--- src/rtl/calclk_pkg.sv ---
package calclk_pkg;
  localparam int ADDR_W = 6;
  localparam int DATA_W = 32;
  localparam int IDX_W  = ADDR_W - 2;
  localparam int NUM_SETUP = 4;

  typedef logic [IDX_W-1:0] idx_t;

  localparam idx_t IDX_DIV   = idx_t'(0);
  localparam idx_t IDX_DSET  = idx_t'(1);
  localparam idx_t IDX_TSET  = idx_t'(2);
  localparam idx_t IDX_CTRL  = idx_t'(3);
  localparam idx_t IDX_ADATE = idx_t'(4);
  localparam idx_t IDX_ATIME = idx_t'(5);
  localparam idx_t IDX_DNOW  = idx_t'(6);
  localparam idx_t IDX_TNOW  = idx_t'(7);
  localparam idx_t IDX_RAW   = idx_t'(8);
  localparam idx_t IDX_INTE  = idx_t'(9);
  localparam idx_t IDX_INTF  = idx_t'(10);
  localparam idx_t IDX_MSTAT = idx_t'(11);

  localparam logic [DATA_W-1:0] MASK_DATE   = 32'h00FF_FF1F;
  localparam logic [DATA_W-1:0] MASK_TIME   = 32'h071F_3F3F;
  localparam logic [DATA_W-1:0] MASK_ADATE  = 32'h17FF_FF1F;
  localparam logic [DATA_W-1:0] MASK_ATIME  = 32'hF71F_3F3F;
  localparam int                ADATE_ACT_BIT = 29;

  // strobes from bus control to datapath
  typedef struct packed {
    logic wr;
    logic rd;
    idx_t idx;
    logic snap;
    logic load;
  } apbStb_t;

  function automatic idx_t setupIdx(input int g);
    case (g)
      0: setupIdx = IDX_DSET;
      1: setupIdx = IDX_TSET;
      2: setupIdx = IDX_ADATE;
      default: setupIdx = IDX_ATIME;
    endcase
  endfunction

  function automatic logic [DATA_W-1:0] setupMask(input int g);
    case (g)
      0: setupMask = MASK_DATE;
      1: setupMask = MASK_TIME;
      2: setupMask = MASK_ADATE;
      default: setupMask = MASK_ATIME;
    endcase
  endfunction
endpackage

--- src/rtl/calclk_maskreg.sv ---
module calclk_maskreg #(
  parameter int          W    = 32,
  parameter logic [W-1:0] MASK = '1
) (
  input  logic         clk,
  input  logic         rstN,
  input  logic         we,
  input  logic [W-1:0] wdata,
  output logic [W-1:0] q
);
  always_ff @(posedge clk or negedge rstN) begin
    if (!rstN) q <= '0;
    else if (we) q <= wdata & MASK;
  end
endmodule

--- src/rtl/calclk_ctrl.sv ---
module calclk_ctrl
  import calclk_pkg::*;
(
  input  logic              psel,
  input  logic              penable,
  input  logic              pwrite,
  input  logic [ADDR_W-1:0] paddr,
  input  logic              loadBit,
  output apbStb_t           stb
);
  logic accPhase;
  logic unusedLow;

  assign accPhase  = psel && penable;
  assign unusedLow = ^paddr[1:0];

  always_comb begin
    stb.wr   = accPhase && pwrite;
    stb.rd   = accPhase && !pwrite;
    stb.idx  = paddr[ADDR_W-1:2];
    stb.snap = stb.rd && (stb.idx == IDX_TNOW);
    stb.load = stb.wr && (stb.idx == IDX_CTRL) && loadBit;
  end
endmodule

--- src/rtl/calclk_dp.sv ---
module calclk_dp
  import calclk_pkg::*;
#(
  parameter int DIV_W = 16
) (
  input  logic              clk,
  input  logic              rstN,
  input  apbStb_t           stb,
  input  logic [DATA_W-1:0] wdata,
  input  logic              running,
  input  logic [DATA_W-1:0] liveDate,
  input  logic [DATA_W-1:0] liveTime,
  input  logic              alarmActive,
  input  logic              alarmHit,
  output logic [DATA_W-1:0] rdMux,
  output logic [DIV_W-1:0]  divOut,
  output logic [DATA_W-1:0] setupWords [NUM_SETUP],
  output logic              runEnable,
  output logic              noLeapForce,
  output logic              loadPulse,
  output logic              irqOut
);
  logic [DIV_W-1:0]  divReg;
  logic              ctrlEn;
  logic              noLeapReg;
  logic              inteReg;
  logic              intfReg;
  logic [DATA_W-1:0] dateShadow;
  logic              maskedStat;

  // the four masked setup words share one register shape
  for (genvar g = 0; g < NUM_SETUP; g++) begin : g_setup
    localparam idx_t              WIDX  = setupIdx(g);
    localparam logic [DATA_W-1:0] WMASK = setupMask(g);
    calclk_maskreg #(.W(DATA_W), .MASK(WMASK)) u_word (
      .clk  (clk),
      .rstN (rstN),
      .we   (stb.wr && (stb.idx == WIDX)),
      .wdata(wdata),
      .q    (setupWords[g])
    );
  end

  always_ff @(posedge clk or negedge rstN) begin
    if (!rstN) begin
      divReg     <= '0;
      ctrlEn     <= 1'b0;
      noLeapReg  <= 1'b0;
      inteReg    <= 1'b0;
      intfReg    <= 1'b0;
      loadPulse  <= 1'b0;
      dateShadow <= '0;
    end else begin
      loadPulse <= stb.load;
      if (stb.wr) begin
        case (stb.idx)
          IDX_DIV:  divReg <= wdata[DIV_W-1:0];
          IDX_CTRL: begin
            ctrlEn    <= wdata[0];
            noLeapReg <= wdata[8];
          end
          IDX_INTE: inteReg <= wdata[0];
          IDX_INTF: intfReg <= wdata[0];
          default: ;
        endcase
      end
      if (stb.snap) dateShadow <= liveDate & MASK_DATE;
    end
  end

  assign maskedStat  = (alarmHit && inteReg) || intfReg;
  assign divOut      = divReg;
  assign runEnable   = ctrlEn;
  assign noLeapForce = noLeapReg;
  assign irqOut      = maskedStat;

  always_comb begin
    rdMux = '0;
    case (stb.idx)
      IDX_DIV:   rdMux = DATA_W'(divReg);
      IDX_DSET:  rdMux = setupWords[0];
      IDX_TSET:  rdMux = setupWords[1];
      IDX_CTRL:  begin
        rdMux[0] = ctrlEn;
        rdMux[1] = running;
        rdMux[8] = noLeapReg;
      end
      IDX_ADATE: begin
        rdMux = setupWords[2];
        rdMux[ADATE_ACT_BIT] = alarmActive;
      end
      IDX_ATIME: rdMux = setupWords[3];
      IDX_DNOW:  rdMux = dateShadow;
      IDX_TNOW:  rdMux = liveTime & MASK_TIME;
      IDX_RAW:   rdMux[0] = alarmHit;
      IDX_INTE:  rdMux[0] = inteReg;
      IDX_INTF:  rdMux[0] = intfReg;
      IDX_MSTAT: rdMux[0] = maskedStat;
      default:   rdMux = '0;
    endcase
  end
endmodule

--- src/rtl/calclk_regs.sv ---
module calclk_regs
  import calclk_pkg::*;
#(
  parameter int DIV_W = 16
) (
  input  logic              pclk,
  input  logic              presetn,
  input  logic              psel,
  input  logic              penable,
  input  logic              pwrite,
  input  logic [ADDR_W-1:0] paddr,
  input  logic [DATA_W-1:0] pwdata,
  output logic [DATA_W-1:0] prdata,
  output logic              pready,
  output logic              pslverr,
  input  logic              running,
  input  logic [DATA_W-1:0] liveDate,
  input  logic [DATA_W-1:0] liveTime,
  input  logic              alarmActive,
  input  logic              alarmHit,
  output logic [DIV_W-1:0]  divOut,
  output logic [DATA_W-1:0] dateSetOut,
  output logic [DATA_W-1:0] timeSetOut,
  output logic [DATA_W-1:0] alarmDateOut,
  output logic [DATA_W-1:0] alarmTimeOut,
  output logic              runEnable,
  output logic              noLeapForce,
  output logic              loadPulse,
  output logic              irqOut
);
  apbStb_t           stb;
  logic [DATA_W-1:0] rdMux;
  logic [DATA_W-1:0] setupWords [NUM_SETUP];

  calclk_ctrl u_ctrl (
    .psel   (psel),
    .penable(penable),
    .pwrite (pwrite),
    .paddr  (paddr),
    .loadBit(pwdata[4]),
    .stb    (stb)
  );

  calclk_dp #(.DIV_W(DIV_W)) u_dp (
    .clk        (pclk),
    .rstN       (presetn),
    .stb        (stb),
    .wdata      (pwdata),
    .running    (running),
    .liveDate   (liveDate),
    .liveTime   (liveTime),
    .alarmActive(alarmActive),
    .alarmHit   (alarmHit),
    .rdMux      (rdMux),
    .divOut     (divOut),
    .setupWords (setupWords),
    .runEnable  (runEnable),
    .noLeapForce(noLeapForce),
    .loadPulse  (loadPulse),
    .irqOut     (irqOut)
  );

  assign dateSetOut   = setupWords[0];
  assign timeSetOut   = setupWords[1];
  assign alarmDateOut = setupWords[2];
  assign alarmTimeOut = setupWords[3];
  assign prdata       = (psel && !pwrite) ? rdMux : '0;
  assign pready       = 1'b1;
  assign pslverr      = 1'b0;
endmodule

--- config.mk ---
export PLATFORM = sky130hd
export DESIGN_NAME = calclk_regs
export DESIGN_NICKNAME = d
export VERILOG_FILES = /design/src/rtl/calclk_pkg.sv /design/src/rtl/calclk_maskreg.sv /design/src/rtl/calclk_ctrl.sv /design/src/rtl/calclk_dp.sv /design/src/rtl/calclk_regs.sv
export SDC_FILE = /design/constraint.sdc
export NUM_CORES = 1
export LEC_CHECK = 0
export ABC_AREA = 1
export BUFFER_PORTS_ARGS = -buffer_cell sky130_fd_sc_hd__buf_2
export CORE_ASPECT_RATIO = 1.1
export CORE_MARGIN = 2
export CORE_UTILIZATION = 45
export DETAILED_ROUTE_END_ITERATION = 10
export PLACE_DENSITY = 0.77
export SLEW_MARGIN = 0
export SYNTH_ARGS = -nofsm -noshare
export SYNTH_HDL_FRONTEND = slang
export SYNTH_HIERARCHICAL = 1
export SYNTH_SLANG_ARGS = --single-unit
--- constraint.sdc ---
create_clock -name pclk -period 1.9 [get_ports pclk]
set_clock_uncertainty 0.15 [all_clocks]
set_input_delay 0.095 -clock pclk [delete_from_list [all_inputs] [get_ports pclk]]
set_output_delay 0.095 -clock pclk [all_outputs]
set_load 0.02 [all_outputs]
==> flow_metrics.py <==
metrics = {
    "logic_synthesis": {
        "yosys.cell_types.count": 26,
        "netlist.area_leader.share_pct": 44.0,
        "synth_top_area_cell": "dfrtp_1",
        "synthesis.instances": 1069,
        "yosys_warnings": 6,
        "avgSynthCellArea_um2": 7.02,
        "ys_seq_area_share_pct": 44.0,
        "ys_top_cells_by_area": "dfrtp_1 44%, nand2_1 27%, buf_4 5.3%",
        "synth_area_um2": 7500,
        "synth_seq_cells": 132,
    },
    "pwr": {
        "p_leak_nw": 5.74,
        "p_comb_share_pct": 20.6,
        "switchingPower_mw": 2.69,
        "powerDensity_nw_per_um2": 881,
        "swShare_pct": 30.8,
        "power_frac_clock_pct": 39.5,
        "p_int_mw": 6.06,
        "peakVddDrop_mv": 0.569,
        "pwr-share-seq_pct": 39.8,
    },
    "die": {
        "initial_core_util_pct": 45.8,
        "rows": 49,
        "coreArea_um2": 16400,
        "ios": 292,
        "die_area_um2": 17700,
        "dieHeight_um": 139,
        "die_x_um": 127,
    },
    "sta": {
        "rsz0062_at_grt": "false",
        "tightest_slew_ps": 603,
        "tns_ps": 0,
        "min_period_over_period_pct": 94.2,
        "period_needed_ps": 1790,
        "timing.slew.headroom_pct": 59.7,
        "finalHoldViolCount": 0,
        "fmax_mhz": 559,
        "maxSlewViolCount": 0,
        "setup_viol": 0,
    },
    "global_routing": {
        "grt_first_pass_wirelength_mm": 40.3,
        "grt_max_degree": 47,
        "grt.overflow.total": 0,
        "grt_pass1_vias": 7606,
        "grt_usage_pct": 29.6,
        "grt_antenna_before_repair": 0,
    },
    "detailed_routing": {
        "drc": 0,
        "wl_per_cell_um": 16.5,
        "drt-total-wl_mm": 25.9,
        "viasPerCell": 4.90,
        "first_pass_iters": 5,
        "postRouteAntennaNets": 0,
        "drt-initial-drc-count": 526,
        "vias": 7691,
    },
    "worst_setup_path": {
        "rrSetupSlack_ps": 1010,
        "crit_start": "paddr[5]",
        "max_stage_delay_ps": 300,
        "startpoint_type": "primary input",
        "cp-end-kind": "output pin",
        "cp_data_arrival_time_ps": 1540,
        "rr_startpoint": "u_dp/dateShadow[0]$_DFFE_PN0P_",
        "critPathBufInv": 5,
        "slowest_stage": "nor2_4",
        "crit_family": "simple AND/OR/NAND/NOR gates",
        "critical_path_required_ps": 1650,
        "critPathKind": "in -> out",
        "crit_top_cell": "inv_1",
        "cp_cell_sequence": "buf_2, inv_1, nand2_2, nor2_4, inv_1, nor2_1, nor2_1, nand2_1, inv_1, nor2_2, buf_2",
        "crit_path_max_fanout": 8,
    },
    "clock_network": {
        "path_clk_slew_ps": 60,
        "cts_buffers": 17,
        "root_buffer": "clkbuf_16",
        "clock_latency_ps": 410,
        "cts_tree": "yes",
        "cts_sinks": 132,
        "cts_max_level": 4,
        "cts_buffer_depth": 2,
    },
    "job": {
        "maxCapViolations": 0,
    },
    "cells_and_area": {
        "final.fill_count": 1468,
        "areaGrowthSynthToFinish_pct": 32.4,
        "nets": 1461,
        "instances_no_fill": 1568,
        "drive_above_1_share_pct": 26.8,
    },
    "min_path": {
        "hold_class": "in -> async",
    },
    "placed_design": {
        "dp_cells": 1478,
        "dp_hpwl_mm": 17.5,
        "gp_congestion": 0.928,
        "portBuffers": 224,
    },
    "status": {
        "status": "finished clean",
    },
}
power by group through the flow:
stage                     Sequential [mW]  Clock [mW]  Combinational [mW]
after detailed placement             3.53           0                1.69
after CTS                            3.49        3.51                1.79
after global routing                 3.53        3.65                1.97
after global placement               3.52           0                1.65
after floorplan                      3.85           0               0.695
final                                3.49        3.46                1.80
stage by stage:
step | worst slack (ps) | power (mW) | area [um^2] | util [%] | hold slack [ps]
global route | 9.30 | 9.16 | 9930 | 60.7 | 49.7
global placement | 127 | 5.17 | 8740 | 53.4 | -91.8
floorplan | 400 | 4.55 | 7630 | - | -351
CTS | 104 | 8.78 | 9920 | 60.6 | 20.2
finish | 110 | 8.75 | 9940 | 60.7 | 31.8
detailed placement | 116 | 5.22 | 8740 | 53.4 | -85.8
cell usage after synthesis, drive strengths merged:
| master | instances |
|---|---|
| inv | 94 |
| nor2 | 105 |
| nand2 | 552 |
| o21ai | 43 |
| nand3 | 34 |
| nor3 | 1 |
| nand3b | 1 |
| buf | 83 |
| dfrtp | 132 |
| a21oi | 3 |
| nand4 | 7 |
| clkbuf | 7 |
| conb | 6 |
| mux2 | 1 |
kinds of logic after synthesis:
| group | synth area share, % |
|---|---|
| AND/OR/NAND/NOR | 37.7 |
| buffers and inverters | 14.3 |
| flip-flops | 44.0 |
| AO/OA/AOI/OAI | 3.52 |
| other | 0.300 |
| multiplexers | 0.150 |
layer usage:
layer | part of all wire, % | wire length, um | vias to the layer above | global-route usage (%)
met3 | 7.2 | 1880 | 71 | 5.42
li1 | - | - | 3683 | -
met1 | 39 | 10200 | 3555 | 35.8
met5 | 0 | 0 | - | 0
met4 | 3.3 | 862 | 0 | 14.1
met2 | 50 | 13000 | 382 | 50.8
sequential cells by signal (all words and copies together), names as in the netlist:
name                   count
u_dp/divOut               16
u_dp/noLeapForce           1
u_dp/inteReg               1
u_dp/intfReg               1
u_dp/runEnable             1
u_dp/g_setup.u_word/q     90
u_dp/dateShadow           21
u_dp/loadPulse             1
cell type report:
class	count	area, um^2	area share, %
multi-input cells	787	3310	33.3
flip-flops and latches	132	3300	33.2
inverters	94	365	3.68
diodes	1	2.50	0.0252
repair buffers	319	2090	21.0
clock buffers	21	460	4.63
well taps	204	255	2.57
clock inverters	10	155	1.56
final timing paths:
kind,depth (start not counted),to
min,2,u_dp/divOut[3]$_DFFE_PN0P_
max in group asynchronous,3,u_dp/dateShadow[0]$_DFFE_PN0P_
max,11,prdata[2]
max reg2reg,1,u_dp/dateShadow[0]$_DFFE_PN0P_
min reg2reg,2,u_dp/g_setup[3].u_word/q[30]$_DFFE_PN0P_
min in group pclk,6,u_dp/dateShadow[23]$_DFFE_PN0P_
placed cells by master, fill, tap and decap left out:
master	synthesis	layout
nand2_1	537	537
buf_2	12	223
dfrtp_1	132	132
inv_1	89	89
nor2_1	68	62
dlygate4sd3_1	0	57
conb_1	6	40
nor2_2	35	35
nand3_1	34	34
buf_4	53	29
o21ai_0	24	24
clkbuf_16	0	17
nand2_2	15	15
o21ai_1	10	10
o21ai_2	9	9
nor2_4	2	8
buf_12	1	8
nand4_1	7	7
clkinv_2	0	4
bufinv_16	0	4
inv_2	3	3
a21oi_1	3	3
clkbuf_1	6	2
clkbuf_8	1	2
clkinvlp_4	0	2
buf_6	17	2
diode_2	0	1
nand3b_1	1	1
nor3_2	0	1
mux2_2	1	1
inv_6	1	1
inv_8	1	1
timing repair:
item                                    in CTS  in global routing
hold buffers                                57                  0
buffers inserted                             0                  1
endpoints found under the hold margin      264                  0
gates resized for setup                      0                  1
endpoints found under the setup margin       0                  2
(Power assumes the default switching activity.)
